## src/rtl/wdog_pkg.sv

```systemverilog
package wdog_pkg;
    typedef logic [2:0] reg_addr_t;

    localparam reg_addr_t A_CFG  = 3'd0;  // start value, reset enable
    localparam reg_addr_t A_WIN  = 3'd1;  // window threshold, prescaler
    localparam reg_addr_t A_CMD  = 3'd2;  // keyed restart
    localparam reg_addr_t A_LOCK = 3'd3;  // write lock
    localparam reg_addr_t A_STAT = 3'd4;  // sticky flags, write one to clear
    localparam reg_addr_t A_FRZ  = 3'd5;  // freeze selects
    localparam reg_addr_t A_CNT  = 3'd6;  // live count, read only
endpackage

```

## src/rtl/wdog_tick.sv

```systemverilog
module wdog_tick #(
    parameter int PS_W = 3
) (
    input  logic            clk_i,
    input  logic            rst_ni,
    input  logic            run_i,
    input  logic            restart_i,
    input  logic [PS_W-1:0] sel_i,
    output logic            tick_o
);
    localparam int DIV_W = (1 << PS_W) - 1;

    typedef struct packed {
        logic [DIV_W-1:0] phase;
    } tick_st_t;

    tick_st_t s_d, s_q;
    logic [DIV_W-1:0] mask;

    always_comb begin
        mask   = ~({DIV_W{1'b1}} << sel_i);
        tick_o = run_i && ((s_q.phase & mask) == mask);
        s_d    = s_q;
        if (restart_i)  s_d.phase = '0;
        else if (run_i) s_d.phase = s_q.phase + 1'b1;
    end

    always_ff @(posedge clk_i or negedge rst_ni) begin
        if (!rst_ni) s_q <= '0;
        else         s_q <= s_d;
    end

    // With no division every running cycle is a tick
    p_undivided_tick_r2: assert property (@(posedge clk_i) disable iff (!rst_ni)
        (run_i && sel_i == '0) |-> tick_o);
    // A frozen divider neither ticks nor advances
    p_frozen_phase_r12: assert property (@(posedge clk_i) disable iff (!rst_ni)
        (!run_i && !restart_i) |=> $stable(s_q.phase));
endmodule

```

## src/rtl/wdog_count.sv

```systemverilog
module wdog_count #(
    parameter int CNT_W = 12
) (
    input  logic             clk_i,
    input  logic             rst_ni,
    input  logic             tick_i,
    input  logic             reload_i,
    input  logic [CNT_W-1:0] start_i,
    input  logic [CNT_W-1:0] delta_i,
    input  logic             rst_en_i,
    input  logic             clr_uf_i,
    input  logic             clr_err_i,
    output logic [CNT_W-1:0] cnt_o,
    output logic             uf_o,
    output logic             err_o,
    output logic             req_o
);
    typedef struct packed {
        logic [CNT_W-1:0] cnt;
        logic             uf;
        logic             err;
        logic             req;
    } cnt_st_t;

    cnt_st_t s_d, s_q;
    logic win_on, early, uf_evt;

    always_comb begin
        win_on = delta_i < start_i;
        early  = reload_i && win_on && (s_q.cnt > delta_i);
        uf_evt = tick_i && !reload_i && (s_q.cnt == '0);

        s_d = s_q;
        if (reload_i)    s_d.cnt = start_i;
        else if (uf_evt) s_d.cnt = start_i;
        else if (tick_i) s_d.cnt = s_q.cnt - 1'b1;

        s_d.uf  = uf_evt | (s_q.uf  & ~clr_uf_i);
        s_d.err = early  | (s_q.err & ~clr_err_i);
        s_d.req = (uf_evt | early) & rst_en_i;
    end

    always_ff @(posedge clk_i or negedge rst_ni) begin
        if (!rst_ni) s_q <= '{cnt: '1, uf: 1'b0, err: 1'b0, req: 1'b0};
        else         s_q <= s_d;
    end

    assign cnt_o = s_q.cnt;
    assign uf_o  = s_q.uf;
    assign err_o = s_q.err;
    assign req_o = s_q.req;

    // Underflow reloads the start value
    p_uf_reload_r9: assert property (@(posedge clk_i) disable iff (!rst_ni)
        (tick_i && !reload_i && s_q.cnt == '0) |=> (s_q.cnt == $past(start_i) && s_q.uf));
    // Early restart inside an active window raises the error flag
    p_early_err_r7: assert property (@(posedge clk_i) disable iff (!rst_ni)
        (reload_i && delta_i < start_i && s_q.cnt > delta_i) |=> s_q.err);
    // A request needs the enable in the cycle of the event
    p_req_enabled_r10: assert property (@(posedge clk_i) disable iff (!rst_ni)
        !rst_en_i |=> !s_q.req);
    // Without a tick or restart the count holds
    p_hold_r12: assert property (@(posedge clk_i) disable iff (!rst_ni)
        (!tick_i && !reload_i) |=> $stable(s_q.cnt));
endmodule

```

## src/rtl/wdog_window.sv

```systemverilog
module wdog_window #(
    parameter int          CNT_W      = 12,
    parameter int          PS_W       = 3,
    parameter logic [15:0] UNLOCK_KEY = 16'h35CA,
    parameter logic [15:0] RELOAD_KEY = 16'h5FA0
) (
    input  logic        clk_i,
    input  logic        rst_ni,
    input  logic        wr_en_i,
    input  logic [2:0]  wr_addr_i,
    input  logic [31:0] wr_data_i,
    input  logic [2:0]  rd_addr_i,
    output logic [31:0] rd_data_o,
    input  logic        sleep_i,
    input  logic        debug_i,
    output logic        wdt_rst_o
);
    import wdog_pkg::*;

    localparam int SEL_LSB = 16;

    typedef struct packed {
        logic [CNT_W-1:0] start;
        logic [CNT_W-1:0] delta;
        logic [PS_W-1:0]  presc;
        logic             rst_en;
        logic             locked;
        logic             stop_sleep;
        logic             stop_dbg;
    } cfg_t;

    cfg_t c_d, c_q;
    logic             restart, run, tick, clr_uf, clr_err, uf, err;
    logic [CNT_W-1:0] cnt;

    always_comb begin
        c_d = c_q;
        if (wr_en_i) begin
            case (wr_addr_i)
                A_CFG: if (!c_q.locked) begin
                    c_d.start  = wr_data_i[CNT_W-1:0];
                    c_d.rst_en = wr_data_i[SEL_LSB];
                end
                A_WIN: if (!c_q.locked) begin
                    c_d.delta = wr_data_i[CNT_W-1:0];
                    c_d.presc = wr_data_i[SEL_LSB +: PS_W];
                end
                A_LOCK: c_d.locked = (wr_data_i[15:0] != UNLOCK_KEY);
                A_FRZ: begin
                    c_d.stop_sleep = wr_data_i[0];
                    c_d.stop_dbg   = wr_data_i[1];
                end
                default: ;
            endcase
        end
        restart = wr_en_i && (wr_addr_i == A_CMD) && wr_data_i[0]
                  && (wr_data_i[31:16] == RELOAD_KEY);
        clr_uf  = wr_en_i && (wr_addr_i == A_STAT) && wr_data_i[0];
        clr_err = wr_en_i && (wr_addr_i == A_STAT) && wr_data_i[1];
        run     = !(sleep_i && c_q.stop_sleep) && !(debug_i && c_q.stop_dbg);
    end

    always_ff @(posedge clk_i or negedge rst_ni) begin
        if (!rst_ni) c_q <= '{start: '1, delta: '1, presc: '0, rst_en: 1'b0,
                              locked: 1'b0, stop_sleep: 1'b0, stop_dbg: 1'b0};
        else         c_q <= c_d;
    end

    wdog_tick #(.PS_W(PS_W)) u_tick (
        .clk_i     (clk_i),
        .rst_ni    (rst_ni),
        .run_i     (run),
        .restart_i (restart),
        .sel_i     (c_q.presc),
        .tick_o    (tick)
    );

    wdog_count #(.CNT_W(CNT_W)) u_count (
        .clk_i     (clk_i),
        .rst_ni    (rst_ni),
        .tick_i    (tick),
        .reload_i  (restart),
        .start_i   (c_q.start),
        .delta_i   (c_q.delta),
        .rst_en_i  (c_q.rst_en),
        .clr_uf_i  (clr_uf),
        .clr_err_i (clr_err),
        .cnt_o     (cnt),
        .uf_o      (uf),
        .err_o     (err),
        .req_o     (wdt_rst_o)
    );

    always_comb begin
        rd_data_o = '0;
        case (rd_addr_i)
            A_CFG: begin
                rd_data_o[CNT_W-1:0] = c_q.start;
                rd_data_o[SEL_LSB]   = c_q.rst_en;
            end
            A_WIN: begin
                rd_data_o[CNT_W-1:0]         = c_q.delta;
                rd_data_o[SEL_LSB +: PS_W]   = c_q.presc;
            end
            A_LOCK: rd_data_o[0] = c_q.locked;
            A_STAT: rd_data_o[1:0] = {err, uf};
            A_FRZ:  rd_data_o[1:0] = {c_q.stop_dbg, c_q.stop_sleep};
            A_CNT:  rd_data_o[CNT_W-1:0] = cnt;
            default: ;
        endcase
    end

    // Locked configuration cannot change through a write
    p_locked_cfg_r4: assert property (@(posedge clk_i) disable iff (!rst_ni)
        (c_q.locked && wr_en_i && (wr_addr_i == A_CFG || wr_addr_i == A_WIN))
        |=> ($stable(c_q.start) && $stable(c_q.delta) && $stable(c_q.presc) && $stable(c_q.rst_en)));
    // Reset request lasts one cycle when events are spaced
    p_req_pulse_r10: assert property (@(posedge clk_i) disable iff (!rst_ni)
        ($rose(wdt_rst_o) && !restart) |=> (!wdt_rst_o || $past(tick)));
endmodule

```

## config.mk

```make
export PLATFORM = sky130hd
export DESIGN_NAME = wdog_window
export DESIGN_NICKNAME = d
export VERILOG_FILES = /design/src/rtl/wdog_pkg.sv /design/src/rtl/wdog_tick.sv /design/src/rtl/wdog_count.sv /design/src/rtl/wdog_window.sv
export SDC_FILE = /design/constraint.sdc
export NUM_CORES = 1
export LEC_CHECK = 0
export ABC_AREA = 1
export BUFFER_PORTS_ARGS = -buffer_cell sky130_fd_sc_hd__buf_2
export CORE_ASPECT_RATIO = 0.75
export CORE_MARGIN = 10
export CORE_UTILIZATION = 57
export CTS_CLUSTER_SIZE = 24
export DETAILED_ROUTE_END_ITERATION = 8
export MAX_ROUTING_LAYER = met4
export PLACE_DENSITY_LB_ADDON = 0.2
export SLEW_MARGIN = 10
export SYNTH_ARGS = -nofsm -noshare
export SYNTH_HDL_FRONTEND = slang
export SYNTH_HIERARCHICAL = 1
export SYNTH_SLANG_ARGS = --single-unit
export TNS_END_PERCENT = 30
```

## constraint.sdc

```tcl
create_clock -name clk_i -period 2.4 [get_ports clk_i]
set_clock_uncertainty 0.1 [all_clocks]
set_input_delay 0.12 -clock clk_i [delete_from_list [all_inputs] [get_ports clk_i]]
set_output_delay 0.12 -clock clk_i [all_outputs]
set_load 0.02 [all_outputs]
```

# Yosys cells after proc, flatten, opt, wreduce, memory -nomap -nowiden
# Index checks and enable logic that the tools add are counted.
# totals
elab_cells	77
output_inout_bits	33
register_bits	53
in_bits	43
# classes
magnitude_cmp	2
n_shift	1
n_eq_ne	13
n_addsub	2
bitwise_logic	11
n_mux	10
n_reduce_logical	26
# op_table
op	n
two-way mux 12 bit	3
one-hot mux 10 bit (3 select lines)	1
equality test 16 x 15 -> 1 bit (second input constant)	1
inequality test 16 x 14 -> 1 bit (second input constant)	1
equality test 3 bit (second input constant)	5
logical AND 1 bit	14
two-way mux 7 bit	2
greater-than comparator 12 bit	1
logical NOT 12 bit	1
less-than comparator 12 bit	1
subtractor 12 x 1 -> 12 bit (second input constant)	1
equality test 3 x 2 -> 1 bit (second input constant)	3
adder 7 x 1 -> 7 bit (second input constant)	1
AND 7 bit	1
equality test 7 bit	1
inverter 7 bit	1
left shift 7 x 3 -> 7 bit (first input constant)	1
equality test 3 x 1 -> 1 bit (second input constant)	2
logical NOT 3 bit	2
one-hot mux 1 bit (6 select lines)	1
AND reduction 3 bit	2
one-hot mux 1 bit (5 select lines)	1
AND reduction 2 bit	2
AND 1 bit	3
other kinds (7)	13

# Longest topological paths before layout
# Gate-level depths: netlist (run 1).
# depth
word_depth	9
depth_mapped	14
mapped_depth_nobuf	14

# Hierarchy
# The synthesis (run 1) kept the hierarchy.
# by_module_without_submodules
module	instances	cells_per_inst	area_each_um2	seq_area_each_um2
wdog_window	1	259	1974.4	805.8
wdog_count	1	256	1642.8	390.4
wdog_tick	1	62	457.9	175.2

# Worst setup path before layout (run 1)
# OpenSTA, ideal clock, no wires.
# synth_timing
kind	reg-to-reg
start	register c_q[0] (netlist name)
end	register u_count.s_q, in the netlist u_count/cnt_o[4]
setup_time_ns	0.076
t_arrival_ns	1.716
path_buffers	1
required_ns	2.224
slack_ns	0.508
stages_incl_launch_ff	15
synth_period_minus_slack_ns	1.892
cell_sequence	dfrtp_1 > a22o_1 > inv_1 > inv_2 > a21oi_1 > nand2_1 > a21oi_1 > nand3_1 > nor2_2 > nand2_2 > nand2_4 > buf_8 > a21oi_1 > nand2_1 > nand2_1
# synth_via
elab_chain_cells	8
elab_cells_between_ends	9
cone_classes	mux: 2; reduce/logical: 7
# synth_lines
item	line	rtl
start: declaration	wdog_window.sv:32	cfg_t c_d, c_q;
start signal: assignment	wdog_window.sv:64	if (!rst_ni) c_q <= '{start: '1, delta: '1, presc: '0, rst_en: 1'b0,
logical AND 1 bit *	wdog_window.sv:60	run = !(sleep_i && c_q.stop_sleep) && !(debug_i && c_q.stop_dbg);
logical NOT 1 bit *	wdog_window.sv:60	
logical AND 1 bit *	wdog_window.sv:60	
via run	wdog_window.sv:33	logic restart, run, tick, clr_uf, clr_err, uf, err;
logical AND 1 bit *	wdog_tick.sv:22	tick_o = run_i && ((s_q.phase & mask) == mask);
via tick	wdog_window.sv:33	
logical AND 1 bit (2 in a row)	wdog_count.sv:31	uf_evt = tick_i && !reload_i && (s_q.cnt == '0);
two-way mux 12 bit	wdog_count.sv:35	else if (uf_evt) s_d.cnt = start_i;
two-way mux 12 bit	wdog_count.sv:34	if (reload_i) s_d.cnt = start_i;
end signal: assignment	wdog_count.sv:44	if (!rst_ni) s_q <= '{cnt: '1, uf: 1'b0, err: 1'b0, req: 1'b0};
end: declaration	wdog_count.sv:25	cnt_st_t s_d, s_q;
# Mark *: on every way through the listed nets, which the timed path passes. The rest lies on a longest branch.
# A chain may end at the register's enable or synchronous reset.

# Final worst setup path (run 1)
# layout_timing
start	input port wr_data_i[18]
end	register u_count.s_q, in the netlist u_count/cnt_o[1]
# layout_via
elab_chain_cells	7
elab_cells_between_ends	8
cone_classes	eq/ne: 1; mux: 2; reduce/logical: 5
# layout_lines
item	line	rtl
start: declaration	wdog_window.sv:11	input logic [31:0] wr_data_i,
equality test 16 x 15 -> 1 bit *	wdog_window.sv:57	&& (wr_data_i[31:16] == RELOAD_KEY);
logical AND 1 bit *	wdog_window.sv:57	
via restart	wdog_window.sv:33	
logical NOT 1 bit	wdog_count.sv:31	
logical AND 1 bit (2 in a row)	wdog_count.sv:31	
two-way mux 12 bit	wdog_count.sv:35	
two-way mux 12 bit	wdog_count.sv:34	
# Marks and branches as above.

==> results of run 1 <==
[sequential cells by signal, indices dropped and copies added (netlist names)]
signal and cells:
c_q 31, u_count/cnt_o 12, u_tick/s_q 7, u_count/err_o 1
u_count/req_o 1, u_count/uf_o 1
[cell usage after synthesis (all sizes together)]
master  count
a21o        1
a21oi      16
a22o        1
and3        1
buf        25
clkbuf      1
conb        1
dfrtp      17
dfstp      36
ha         26
inv        95
nand2     187
nand3      38
nand3b      2
nand4       8
nor2       59
nor3        7
o211ai      1
o21ai      51
or3         1
xnor2       2
xor2        1
[final timing paths]
| kind | to | slack, ns | startpoint |
|---|---|---|---|
| setup reg to reg | u_count/cnt_o[1]$_DFFE_PN1P_ | 0.22 | c_q[0]$_DFFE_PN0P_ |
| min in group asynchronous | c_q[4]$_DFFE_PN0P_ | 0.27 | rst_ni |
| setup / recovery | u_count/cnt_o[1]$_DFFE_PN1P_ | 0.13 | wr_data_i[18] |
| hold / removal | c_q[20]$_DFFE_PN1P_ | 0.04 | wr_data_i[1] |
| max in group asynchronous | c_q[26]$_DFFE_PN1P_ | 1.20 | rst_ni |
| hold reg to reg | c_q[28]$_DFFE_PN1P_ | 0.40 | c_q[28]$_DFFE_PN1P_ |
[area by class of cell]
class / instances / area, µm²
fill: 584 / 2230
clock buffer: 7 / 97.6
multi-input combinational: 419 / 2210
sequential: 53 / 1370
tap: 98 / 123
inverter: 95 / 359
timing repair buffer: 77 / 468
clock inverter: 1 / 8.76
[repair_timing]
action / CTS / global route
hold buffers: 14 / 0
resized for setup: 0 / 3
hold endpoints to repair: 38 / 0
setup endpoints to repair: 0 / 10
[per-layer routing]
| layer | routed length [µm] | vias up | share of wire, % |
|---|---|---|---|
| met1 | 4740 | 1751 | 47 |
| met4 | 46 | 0 | 0.46 |
| met2 | 4560 | 109 | 45 |
| li1 | - | 1921 | - |
| met5 | 0 | - | 0 |
| met3 | 713 | 5 | 7.1 |
[power by group]
group          total, mW  leakage [nW]  switching (mW)  internal [mW]
clock              0.567        0.0540           0.293          0.274
sequential          1.63         0.581           0.354           1.28
combinational       1.82          1.86            1.12          0.699
total               4.02          2.49            1.77           2.25
[tightest hold or removal path: stages]
cell,delay [ns]
buf_2,0.09
inv_1,0.16
o21ai_2,0.08
[kinds of logic after synthesis]
group,Yosys count,synth area share (%)
simple gates,303,32.4
buf+inv,121,13.9
compound gates,70,11.3
flops,53,33.7
fa+ha+maj,26,7.98
xor+xnor,3,0.645
other cells,1,0.0920
==> results.json, run 1 <==
{
  "status": "finished, final reports clean",
  "crit_top_cell": "nand2_1",
  "fmax_ghz": 0.440,
  "synthDistinctLibCells": 35,
  "fin_nets": 720,
  "via_count": 3786,
  "dp_cells": 728,
  "cts.htree.levels": 2,
  "drt-vias-per-instance": 5.05,
  "ant_nets": 0,
  "core.rowCount": 26,
  "cp.depth": 16,
  "fin_cells": 750,
  "dp_slack_ns": 0.231,
  "cp_top_family": "simple AND/OR/NAND/NOR gates",
  "area_delta_synth_final_pct": 13.8,
  "grt_pass1_wl_mm": 16.9,
  "cts_tree": "built",
  "die_area_um2": 11000,
  "antenna_found_initial": 0,
  "die_w_um": 118,
  "netlist.area_leader.share_pct": 23.2,
  "seq_area_frac_synth_pct": 33.7,
  "power_mw": 4.02,
  "cts_buffer_depth": 2,
  "dp_hpwl_mm": 8.01,
  "cp-end-kind": "flop",
  "path_max_fanout": 17,
  "clockRootBuffer": "clkbuf_8",
  "whs_ns": 0.0442,
  "cts_buffers": 5,
  "numPortBuffers": 58,
  "synth_area_leaders": "dfstp_2 (23%), nand2_1 (17%), dfrtp_1 (10%)",
  "hold_violations": 0,
  "grt_busiest_layer": "met2",
  "worstPathRequired_ns": 2.52,
  "place_area_um2": 4380,
  "first_pass_iters": 5,
  "setup-tns-final_ns": 0,
  "drt-wirelength-per-cell_um": 13.4,
  "die-height_um": 93.2,
  "cellPowerDensity_nw_per_um2": 867,
  "clock_sinks": 53,
  "gp_congestion": 0.921,
  "overflow": 0,
  "ios": 76,
  "rsz0062_at_grt": "false",
  "path_buf_inv": 4,
  "critPathMaxStageDelay_ns": 0.53,
  "worstMarginPinSlew_ns": 0.625,
  "finalSetupViolations": 0,
  "setup_ws_ns": 0.127,
  "syn_inst": 577,
  "maxSlewViolCount": 0,
  "first_global_vias": 3591,
  "grt_usage_pct": 18.6,
  "slew_headroom_pct": 58.3,
  "grt_max_degree": 29,
  "hp-class": "primary input to flop",
  "crit_path_start_kind": "primary input",
  "layout_commonest_cell": "nand2_1",
  "path_cells": "dlygate4sd3_1, buf_2, nor2_1, nand2_1, nor2_1, nand2_1, nor2_2, inv_1, nand3_1, nor2_2, nand2_2, nand2_8, inv_2, nand2_1, nand3_1, o21ai_0",
  "drv_cap": 0,
  "period_needed_ns": 2.27,
  "ir_drop_mv": 0.362,
  "yosysTopAreaCell": "dfstp_2",
  "ff2ff_path_depth": 14,
  "first_iter_violations": 241,
  "synth.cell_area_um2": 4080,
  "grtUsageMet2_pct": 29.5,
  "finalCritPeriodShare_pct": 94.7,
  "drive_gt1_share_pct": 24.4,
  "critPathSlowestCell": "dlygate4sd3_1",
  "hold_depth": 3,
  "diodes": 0,
  "initial_core_util_pct": 59.4,
  "leakage_nw": 2.49,
  "final_cell_mix": "nand2_1 (181), inv_1 (89), buf_2 (58)",
  "syn_area_per_cell_um2": 7.06,
  "wirelength_mm": 10.1,
  "core_area_um2": 6860,
  "drc": 0,
  "yosysWarnings": 6,
  "ys_ff_latch": 53,
  "clk_latency_ns": 0.30,
  "grt.met3_usage_pct": 2.82,
  "final_util_pct": 67.6,
  "grt_util_met1_pct": 25.1,
  "post_cts_buffers": 0,
  "arrival_ns": 2.39,
  "critical_path_class": "primary input to flop",
  "path_clk_slew_ns": 0.10,
  "fin_area_um2": 4640
}
Power figures use the tool's default switching activity.
==> inputs of run 2 (changes only) <==
--- a/config.mk
+++ b/config.mk
@@ -9,14 +9,14 @@
 export BUFFER_PORTS_ARGS = -buffer_cell sky130_fd_sc_hd__buf_2
 export CORE_ASPECT_RATIO = 0.75
 export CORE_MARGIN = 10
-export CORE_UTILIZATION = 57
+export CORE_UTILIZATION = 56
 export CTS_CLUSTER_SIZE = 24
 export DETAILED_ROUTE_END_ITERATION = 8
 export MAX_ROUTING_LAYER = met4
 export PLACE_DENSITY_LB_ADDON = 0.2
+export SETUP_SLACK_MARGIN = 0.05
 export SLEW_MARGIN = 10
 export SYNTH_ARGS = -nofsm -noshare
 export SYNTH_HDL_FRONTEND = slang
-export SYNTH_HIERARCHICAL = 1
 export SYNTH_SLANG_ARGS = --single-unit
 export TNS_END_PERCENT = 30
==> run 2 against run 1 <==
  * Critical path depth shrank 7
  * Register-to-register slack gained 0.22 ns
  * Largest cell class unchanged
  * Non-clock buffer count shrank 1
  * Sequential power grew 3%
  * Synthesized cell count shrank 4.0%
  * Via count shrank 0.58%
  * Routed wire length grew 2.7%
  * Combinational power grew 13%
  * Sequential cell count is the same
  * Worst setup slack gained 0.32 ns
==> results.json, run 2 <==
{
  "ant_nets": 0,
  "yosys-top-cells-count": "nand2_1 (157), inv_1 (89), nand3_1 (50)",
  "muxShareOfSynthArea_pct": 0.288,
  "synth_top_family_by_area": "simple AND/OR/NAND/NOR gates",
  "power_mw": 4.33,
  "yosysMostFrequentCell": "nand2_1",
  "first_global_vias": 3750,
  "synth.cell_area_um2": 3920,
  "crit_path_start_kind": "flop",
  "ff2ff_path_depth": 9,
  "core.rowCount": 26,
  "nFillCells": 590,
  "final_cell_mix": "nand2_1 (157), inv_1 (89), buf_2 (58)",
  "path_max_fanout": 12,
  "first_pass_iters": 5,
  "synth-edff-count": 0,
  "finalCritPeriodShare_pct": 81.5,
  "critPathSlowestCell": "o21ai_2",
  "cts.htree.levels": 2,
  "die_w_um": 117,
  "diodes": 0,
  "rsz0062_at_grt": "false",
  "regMostFlops": "c_q",
  "worstPathRequired_ns": 2.55,
  "setup-tns-final_ns": 0,
  "ir_drop_mv": 0.384,
  "numPortBuffers": 58,
  "hp-class": "primary input to flop",
  "r2r-start": "u_count.cnt_o[0]$_DFFE_PN1P_",
  "path_cells": "inv_1, ha_1, nand4_1, nor2_2, inv_2, o21ai_2, nand2_1, nand3_1, nand2_1",
  "clock_sinks": 53,
  "syn_area_per_cell_um2": 7.07,
  "die-height_um": 92.4,
  "cts_buffers": 5,
  "arrival_ns": 2.11,
  "place_area_um2": 4230,
  "period_needed_ns": 1.96,
  "yosysWarnings": 0,
  "ys_ff_latch": 53,
  "fmax_ghz": 0.511,
  "grt_pass1_wl_mm": 17.4,
  "worstMarginPinSlew_ns": 0.759,
  "maxSlewViolCount": 0,
  "synth-async-reset-ratio_pct": 100,
  "grt_usage_pct": 20.1,
  "yosys.area_share.simple_pct": 31.0,
  "r2r_end": "u_count.cnt_o[11]$_DFFE_PN1P_",
  "crit_top_cell": "nand2_1",
  "core_area_um2": 6800,
  "critPathMaxStageDelay_ns": 0.47,
  "drive_gt1_share_pct": 20.2,
  "synthDistinctLibCells": 37,
  "hold_buffers": 13,
  "synthFlopType": "dfstp_2",
  "synth_compound_gate_area_share_pct": 9.91,
  "crit_path_end": "u_count.cnt_o[11]$_DFFE_PN1P_",
  "die_area_um2": 10800,
  "startpoint": "u_count.cnt_o[0]$_DFFE_PN1P_",
  "final_util_pct": 65.6,
  "via_count": 3764,
  "cts-resized-gates": 0,
  "yosysTopAreaCell": "dfstp_2",
  "path_clk_slew_ns": 0.10,
  "post_cts_buffers": 0,
  "cellPowerDensity_nw_per_um2": 972,
  "largest_register_ffs": 31,
  "slew_headroom_pct": 49.3,
  "antenna_found_initial": 0,
  "clk_latency_ns": 0.32,
  "cp-end-kind": "flop",
  "grt_max_degree": 31,
  "leakage_nw": 2.33,
  "wirelength_mm": 10.3,
  "gp_congestion": 0.966,
  "seq_area_frac_synth_pct": 35.0,
  "r2r_slack_ns": 0.44,
  "dp_hpwl_mm": 8.24,
  "syn_inst": 554,
  "synth_xor_xnor_area_share_pct": 1.57,
  "finalSetupViolations": 0,
  "clockRootBuffer": "clkbuf_8",
  "hold_violations": 0,
  "overflow": 0,
  "cts_buffer_depth": 2,
  "status": "finished, final reports clean",
  "layout_commonest_cell": "nand2_1",
  "area_delta_synth_final_pct": 14.0,
  "min_from": "wr_data_i[17]",
  "drt-wirelength-per-cell_um": 14.6,
  "synth_area_leaders": "dfstp_2 (24%), nand2_1 (15%), dfrtp_1 (11%)",
  "netlist.area_leader.share_pct": 24.2,
  "whs_ns": 0.00833,
  "first_iter_violations": 264,
  "ios": 76,
  "drt-vias-per-instance": 5.32,
  "initial_core_util_pct": 57.6,
  "fin_nets": 692,
  "critical_path_class": "flop to flop",
  "synth_fa_ha_area_share_pct": 8.31,
  "drv_cap": 0,
  "cts_tree": "built",
  "drc": 0,
  "fin_area_um2": 4460
}
## run 2: cell types whose count changed after synthesis, sizes merged, moves of 5 or more
cell / before / now
xor2: 1 / 6
o221ai: 0 / 11
nand3: 38 / 51
a21oi: 16 / 10
nor2: 59 / 42
o21ai: 51 / 36
clkbuf: 1 / 9
nand2: 187 / 162
## run 2: metrics by stage
stage	worst slack, ns	cells
2_1_floorplan	0.734	570
3_5_place_dp	0.500	687
4_1_cts	0.477	708
3_3_place_gp	0.547	687
5_1_grt	0.272	708
6_report	0.445	708
## run 2: final cells by class
cell class	instances	area (µm²)	share of cell area, %
clock buffer	7	97.6	2.19
clock inverter	1	8.76	0.196
tap	84	105	2.36
sequential	53	1370	30.7
multi-input combinational	395	2060	46.2
timing repair buffer	76	470	10.5
inverter	92	347	7.77
## run 2: how the worst min path moves through the flow
stage	endpoint	slack [ns]	cells past startpoint
5_1_grt	c_q[5]$_DFFE_PN0P_	0.02	3
4_1_cts	c_q[5]$_DFFE_PN0P_	0.01	3
6_report	c_q[5]$_DFFE_PN0P_	0.008	3
2_1_floorplan	c_q[0]$_DFFE_PN0P_	-0.28	0
3_3_place_gp	u_tick.s_q[6]$_DFFE_PN0P_	0.08	1
3_5_place_dp	u_tick.s_q[6]$_DFFE_PN0P_	0.1	1
## run 2: cells by family (layout without fill, tap and decap cells)
logic type / count (synthesis) / count (layout)
and+or+nand+nor: 280 / 280
buffers and inverters: 122 / 176
AOI/OAI and AO/OA: 64 / 64
DFF: 53 / 53
adders and majority gates: 26 / 26
xor gates and xnor gates: 7 / 7
other: 1 / 17
muxes: 1 / 1
## run 2: per-layer routing
| metal | global-route usage [%] | up-vias | part of all wire [%] |
|---|---|---|---|
| li1 | - | 1882 | - |
| met1 | 27.0 | 1710 | 45 |
| met2 | 31.4 | 153 | 45 |
| met3 | 3.35 | 19 | 8.2 |
| met4 | 4.31 | 0 | 1.5 |
| met5 | - | - | 0 |
## run 2: power by group
part	switching, mW	internal [mW]
Clock	0.326	0.274
Combinational	1.25	0.800
Sequential	0.338	1.34
## run 2: worst max-delay path: cells and delay by family (launching register included)
kind / cells / cell delay, ns
simple gates: 5 / 0.55
compound gates: 1 / 0.47
flops: 1 / 0.41
fa+ha+maj: 1 / 0.19
buf+inv: 2 / 0.18
